**src/rtl/rlq_pkg.sv**
```systemverilog
package rlq_pkg;
    localparam int unsigned NREG = 32;
    localparam int unsigned IDXW = $clog2(NREG);
    localparam int unsigned MEM_FLAG = 0;

    typedef logic [NREG-1:0] regmask_t;
    typedef logic [IDXW-1:0] regidx_t;

    typedef struct packed {
        logic    valid;
        regidx_t rs1;
        regidx_t rs2;
        regidx_t rd;
        logic    rd_wr;
        logic    mem_wr;
        logic    mem_rd;
    } issue_t;

    function automatic regmask_t onehot(input regidx_t idx);
        regmask_t m;
        m = '0;
        m[idx] = 1'b1;
        return m;
    endfunction
endpackage

```
**src/rtl/rlq_entry_gen.sv**
```systemverilog
module rlq_entry_gen
    import rlq_pkg::*;
(
    input  issue_t   iss,
    input  logic     stall,
    output regmask_t ent
);
    regmask_t dst_bits;
    regmask_t mem_bits;

    always_comb begin
        dst_bits = '0;
        mem_bits = '0;
        if (iss.rd_wr && iss.rd != '0)
            dst_bits = onehot(iss.rd);
        if (iss.mem_wr)
            mem_bits[MEM_FLAG] = 1'b1;
        if (iss.valid && !stall)
            ent = dst_bits | mem_bits;
        else
            ent = '0;
    end
endmodule

```
**src/rtl/rlq_shift.sv**
```systemverilog
module rlq_shift
    import rlq_pkg::*;
#(
    parameter int unsigned DEPTH = 2
) (
    input  logic     clk,
    input  logic     rst,
    input  regmask_t push,
    output regmask_t tail,
    output regmask_t head,
    output regmask_t ored
);
    regmask_t slot [DEPTH];
    regmask_t acc  [DEPTH];

    always_ff @(posedge clk) begin
        if (rst)
            slot[0] <= '0;
        else
            slot[0] <= push;
    end

    generate
        for (genvar i = 1; i < DEPTH; i++) begin : g_stage
            always_ff @(posedge clk) begin
                if (rst)
                    slot[i] <= '0;
                else
                    slot[i] <= slot[i-1];
            end
        end
    endgenerate

    assign acc[0] = slot[0];
    generate
        for (genvar j = 1; j < DEPTH; j++) begin : g_or
            assign acc[j] = acc[j-1] | slot[j];
        end
    endgenerate

    assign tail = slot[0];
    assign head = slot[DEPTH-1];
    assign ored = acc[DEPTH-1];
endmodule

```
**src/rtl/rlq_hazard.sv**
```systemverilog
module rlq_hazard
    import rlq_pkg::*;
(
    input  issue_t   iss,
    input  regmask_t mask,
    output logic     stall
);
    logic hit1, hit2, hitm;

    always_comb begin
        hit1  = (iss.rs1 != '0) && mask[iss.rs1];
        hit2  = (iss.rs2 != '0) && mask[iss.rs2];
        hitm  = iss.mem_rd && mask[MEM_FLAG];
        stall = iss.valid && (hit1 || hit2 || hitm);
    end
endmodule

```
**src/rtl/reg_lock_queue.sv**
```systemverilog
module reg_lock_queue
    import rlq_pkg::*;
#(
    parameter int unsigned DEPTH = 2
) (
    input  logic            clk,
    input  logic            rst,
    input  logic            iss_valid,
    input  logic [IDXW-1:0] rs1_idx,
    input  logic [IDXW-1:0] rs2_idx,
    input  logic [IDXW-1:0] rd_idx,
    input  logic            rd_wr,
    input  logic            mem_wr,
    input  logic            mem_rd,
    input  logic            ret_we,
    output logic            bubble,
    output logic [NREG-1:0] lock_mask,
    output logic [NREG-1:0] rf_we
);
    issue_t   iss;
    regmask_t push_ent;
    regmask_t tail_ent;
    regmask_t head_ent;
    regmask_t or_mask;
    logic     stall;

    assign iss = '{valid: iss_valid, rs1: rs1_idx, rs2: rs2_idx, rd: rd_idx,
                   rd_wr: rd_wr, mem_wr: mem_wr, mem_rd: mem_rd};

    rlq_hazard u_haz (
        .iss   (iss),
        .mask  (or_mask),
        .stall (stall)
    );

    rlq_entry_gen u_ent (
        .iss   (iss),
        .stall (stall),
        .ent   (push_ent)
    );

    rlq_shift #(.DEPTH(DEPTH)) u_q (
        .clk  (clk),
        .rst  (rst),
        .push (push_ent),
        .tail (tail_ent),
        .head (head_ent),
        .ored (or_mask)
    );

    always_comb begin
        rf_we = head_ent & {NREG{ret_we}};
        rf_we[MEM_FLAG] = 1'b0;
    end

    assign bubble    = stall;
    assign lock_mask = or_mask;
endmodule

```
**config.mk**
```make
export PLATFORM = sky130hd
export DESIGN_NAME = reg_lock_queue
export DESIGN_NICKNAME = d
export VERILOG_FILES = /design/src/rtl/rlq_pkg.sv /design/src/rtl/rlq_entry_gen.sv /design/src/rtl/rlq_shift.sv /design/src/rtl/rlq_hazard.sv /design/src/rtl/reg_lock_queue.sv
export SDC_FILE = /design/constraint.sdc
export NUM_CORES = 1
export LEC_CHECK = 0
export CAP_MARGIN = 10
export CORE_UTILIZATION = 35
export CTS_CLUSTER_SIZE = 30
export DETAILED_ROUTE_END_ITERATION = 16
export DONT_BUFFER_PORTS = 1
export PLACE_DENSITY = 0.48
export SLEW_MARGIN = 10
export SYNTH_ARGS = -nofsm -noshare
export SYNTH_HDL_FRONTEND = slang
export SYNTH_SLANG_ARGS = --single-unit
```
**constraint.sdc**
```tcl
create_clock -name clk -period 3.2 [get_ports clk]
set_input_delay 0.48 -clock clk [delete_from_list [all_inputs] [get_ports clk]]
set_output_delay 0.48 -clock clk [all_outputs]
set_load 0.02 [all_outputs]
```
### Word level (Yosys, flattened, before mapping)

Memories as Yosys holds them, arrays and structs flattened.
Index checks and enable logic that the tools add are counted.

| storage, ports and cells | value |
|---|---|
| flip-flop bits (word level) | 0 |
| latch bits | 0 |
| RAM bits | 64 |
| ROM bits | 0 |
| input bits | 22 |
| output and inout port bits | 65 |
| logic and storage cells | 37 |
| memories | 1 |

| operators by class | value |
|---|---|
| add/sub/neg operators | 0 |
| multipliers | 0 |
| divide/modulo/power cells | 0 |
| order comparisons | 4 |
| equality and inequality tests | 0 |
| shift-type cells | 0 |
| muxes and demuxes | 14 |
| bitwise operators | 5 |
| reductions and logical operators | 13 |

Memories:

| memory | words | width | read ports | clocked after memory_dff | write ports | line | text |
|---|---|---|---|---|---|---|---|
| u_q.slot | 2 | 32 | 2 | 0 | 2 | rlq_shift.sv:13 | `regmask_t slot [DEPTH];` |

Operators with widths:

| kind | number |
|---|---|
| 32-bit two-way mux | 4 |
| 32-bit bitwise AND | 1 |
| 32-bit by 1-bit bitwise OR with 32-bit output | 1 |
| 32-bit bitwise OR | 1 |
| 5-bit by 6-bit less-than comparator with 1-bit output (second input constant) | 3 |
| 5-bit nonzero test | 3 |
| 1-bit binary-select mux with 5-bit select | 2 |
| 1-bit logical AND | 7 |
| 1-bit two-way mux | 7 |
| 1-bit demux with 5-bit select | 1 |
| 5-bit by 1-bit greater-or-equal comparator with 1-bit output (second input constant) | 1 |
| 1-bit logical OR | 2 |
| 1-bit bitwise OR | 2 |
| 1-bit logical NOT | 1 |

### Logic depth before layout (Yosys ltp)

An unclocked memory read counts as a cell.

| depth | value |
|---|---|
| word-level depth | 12 |
| gate-level depth with buffers | 10 |
| mapped depth without buffers | 7 |

### Modules after synthesis

From an unflattened synthesis, not the netlist that was laid out.

| unflattened totals | value |
|---|---|
| cell total of the unflattened synthesis | 311 |
| area total of the unflattened synthesis | 3,392.0 um^2 |

By module, submodules not included:

| module | instances | cells an instance | area an instance (um^2) |
|---|---|---|---|
| rlq_shift | 1 | 167 | 2,118.3 |
| rlq_hazard | 1 | 58 | 599.3 |
| rlq_entry_gen | 1 | 50 | 415.4 |
| reg_lock_queue | 1 | 36 | 259.0 |

### Least setup slack after synthesis

OpenSTA, ideal clock, no wires.

| timing path | value |
|---|---|
| path type | input to output |
| start point | input rs1_idx[0] |
| end point | output bubble |
| data arrival time | 2,303 ps |
| required time | 2,720 ps |
| slack | 417 ps |
| stages on the path | 6 |
| path through | buf_2 mux4_2 mux4_2 o31ai_1 nor4_1 nor2b_1 |

| between the ends | value |
|---|---|
| word-level cells in the longest chain between the ends | 6 |
| elaborated cells between the ends (all ways) | 7 |
| classes of those cells | 2 x mux; 5 x reduce/logical |

RTL lines:

| what | line | text |
|---|---|---|
| from (decl) | reg_lock_queue.sv:9 | `input logic [IDXW-1:0] rs1_idx,` |
| 1-bit binary-select mux with 5-bit select | rlq_hazard.sv:11 | `hit1 = (iss.rs1 != '0) && mask[iss.rs1];` |
| 1-bit two-way mux (implied by the code) | rlq_hazard.sv:11 |  |
| 1-bit logical AND * | rlq_hazard.sv:11 |  |
| 1-bit logical OR * (2 in a row) | rlq_hazard.sv:14 | `stall = iss.valid && (hit1 \|\| hit2 \|\| hitm);` |
| 1-bit logical AND * | rlq_hazard.sv:14 |  |
| to (decl) | reg_lock_queue.sv:16 | `output logic bubble,` |

Every way passes the cells marked *; elsewhere a longest branch is shown, timed or not. The select of a mux whose other input is x is not followed.

==> summary.md <==
| Metric | Value |
|---|---|
| Synth top area share | 41.74% |
| Tmin final | 3000 ps |
| Worst setup EP type | output pin |
| Post-CTS Hold Buffers | 0 |
| GRT Overall Usage | 17.98% |
| Final hold viol count | 0 |
| Cell row count | 33 |
| WL/cell | 18.29 µm |
| Fin Clk Skew | 7.685 ps |
| Postcts setup bufs | 0 |
| Cell Chain, Critical Path | nor2_1, inv_1, mux4_2, a221oi_2, a311oi_1, nor4_1, nor2b_1 |
| First-pass GRT wire length | between 10,000 and 15,000 µm |
| Net count, final | approximately 320 |
| Post-Syn Instances | around 340 |
| Diodes inserted | 0 |
| CTS max path bufs | 2 |
| Layout cells sized above 1 | a little under an eighth |
| Status | finished, final reports clean |
| Switching power | 0.3385 mW |
| Crit path largest cell delay | 500 ps |
| Vias per std cell | roughly 5.0 |
| Crit share post-route | between 90% and 100% |
| Hold Path Class | in -> reg |
| IO Count | 87 |
| Vias in the first global route | 2,158 |
| Max Slew Vio Count | 0 |
| Final wirelength | 7536 µm |
| Sequential cell area | 1281 µm² |
| Die width | approximately 96 µm |
| Syn nets | about 360 |
| Pwr Total | 1.460 mW |
| Setup TNS | 0 ps |
| Syn. warnings | 0 |
| CP max-delay cell | mux4_2 |
| Combinational Power Share | between 4 and 5% |
| Post-synth EDFFs | 0 |
| CTS tree | done |
| Ranking of synthesized cells by area | dfxtp_1 (42%), mux4_2 (11%), buf_4 (8.1%), nor2b_1 (7.3%), and2_1 (6.3%) |
| Fmax | 333.3 MHz |
| Max reg flops | 64 |
| Final ANT Viol Nets | 0 |
| CP max FO | 2 |
| Via count | ~2.1k |
| Initial DRC count | 71 |
| Most frequent cells in the layout | dfxtp_1 (64), nor2_1 (38), nor2b_1 (36) |
| Final setup fails | 0 |
| Area grow syn2layout | -0.2445% |
| CP Class | reg -> out |
| DRC viols | 0 |
| Clk pwr share | 41.1% |
| P_leak | 1.310 nW |
| Die area | roughly 9100 µm² |
| Worst skew pair latency | 340 ps |
| Mapped Avg Cell Area | about 9.1 µm² |
| CP arrival | 2520 ps |
| Fill cells | 869 |
| Starting Density | between 30% and 40% |
| Core ar. | around 8300 µm² |
| Peak supply drop | 0.1646 mV |
| Largest net degree at the start of global routing | 35 |
| Clock sink total | 64 |
| Largest reg by FF count | u_q.slot |
| Commonest non-fill, non-tap cell in the layout | dfxtp_1 |
| Pint | approximately 1.1 mW |
| Die H | 95.65 µm |
| Htree depth | 3 |
| Clk slew on worst S/H paths | around 60 ps |
| Multi-input logic area | 1330 µm² |
| Max-cap check violation count | 0 |
| Top_reg_cell synth | dfxtp_1 |
| Register area share after synthesis | 41.74% |
| Seq cells post-synth | 64 |
| Clock root buffer master | clkbuf_8 |
| Mapped Area | ~3100 µm² |
| RSZ-0062 raised after global routing | false |
| Post-DP HPWL | between 5000 and 6000 µm |
| Asr flop ratio synth | 0% |
| Switch share | approximately 23% |
| Crit path required time | 2720 ps |
| Clock buffer count from CTS | 9 |
| Pwr dens | 476.7 nW/µm² |
| Area leader, netlist | dfxtp_1 |
| Initial antenna violation count | 0 |
| Pre-Repair DR Iteration Count | 4 |
| Grt ovf | 0 |
| Largest regs | u_q.slot x64 |
| GPL Wtd Cong | between 0.7 and 0.8 |
| CP startpoint kind | register |
| Post-synth cell types | 35 |
| Sequential Power Share | between 50% and 60% |
| PortBufs | 0 |
| Post_cts resized | 0 |
==> critical path: cells and delay by family, from the launching register on <==
| kind | cells | cell delay (ps) |
|---|---|---|
| AND/OR/NAND/NOR | 3 | 820 |
| flip-flops | 1 | 310 |
| multiplexers | 1 | 500 |
| AO/OA/AOI/OAI | 2 | 400 |
| buffers and inverters | 1 | 160 |
==> path summary, 6_finish.rpt <==
kind	endpoint	slack, ps	cells past startpoint	start
worst max-delay path	bubble	200	7	u_q.slot[1][19]
worst min-delay path	u_q.slot[1][4]	200	1	rst
worst max register to register	u_q.slot[0][4]	470	8	u_q.slot[1][19]
worst min register to register	u_q.slot[1][3]	460	1	u_q.slot[0][3]
==> power by group through the flow <==
stage               registers (mW)  clock network, mW  logic, mW
floorplan                    0.818                  0     0.0740
global placement             0.818                  0     0.0585
detailed placement           0.818                  0     0.0586
CTS                          0.800              0.616     0.0588
global route                 0.800              0.651     0.0648
finish                       0.800              0.600     0.0593
==> final cells by class <==
cell class / count / area share, %
Clock inverter: 4 / 0.6539
Inverter: 33 / 4.046
Timing Repair Buffer: 4 / 0.9808
Clock buffer: 12 / 4.740
Tap cell: 105 / 4.291
Sequential cell: 64 / 41.85
Multi-Input combinational cell: 190 / 43.44
==> kinds of logic (layout without fill, tap and decap cells) <==
family          Yosys count  after routing  synth area share [%]
buf+inv                  85             53                 14.92
other cells               1              1                0.1222
simple gates            160            160                 28.29
compound gates           12             12                 3.261
mux                      17             17                 11.66
flops                    64             64                 41.74
==> cell usage after synthesis (all sizes together), types with 4 or more instances <==
cell type	count
mux4	15
nor4	6
nor3	24
and2	31
nand3	4
nor2b	36
clkbuf	10
dfxtp	64
inv	33
buf	42
nor2	39
nand2b	4
nand2	7
==> through the flow <==
step	cell area, µm²	utilization [%]	std cells	worst slack (ps)	hold slack [ps]
5_1_grt	3062	36.71	412	20.64	172.1
2_1_floorplan	3069	-	339	417.5	439.2
6_report	3062	36.71	412	199.8	203.8
3_3_place_gp	2897	34.73	396	589.8	448.1
3_5_place_dp	2897	34.73	396	525.7	451.0
4_1_cts	3062	36.71	412	233.9	192.0
==> layer usage <==
metal	wire length (µm)	vias to the layer above	GRT usage [%]
li1	-	1003	-
met1	3274	994	21.69
met2	3419	69	28.57
met3	767	8	8.612
met4	74	0	4.851
met5	0	-	0
(Power assumes the default switching activity.)
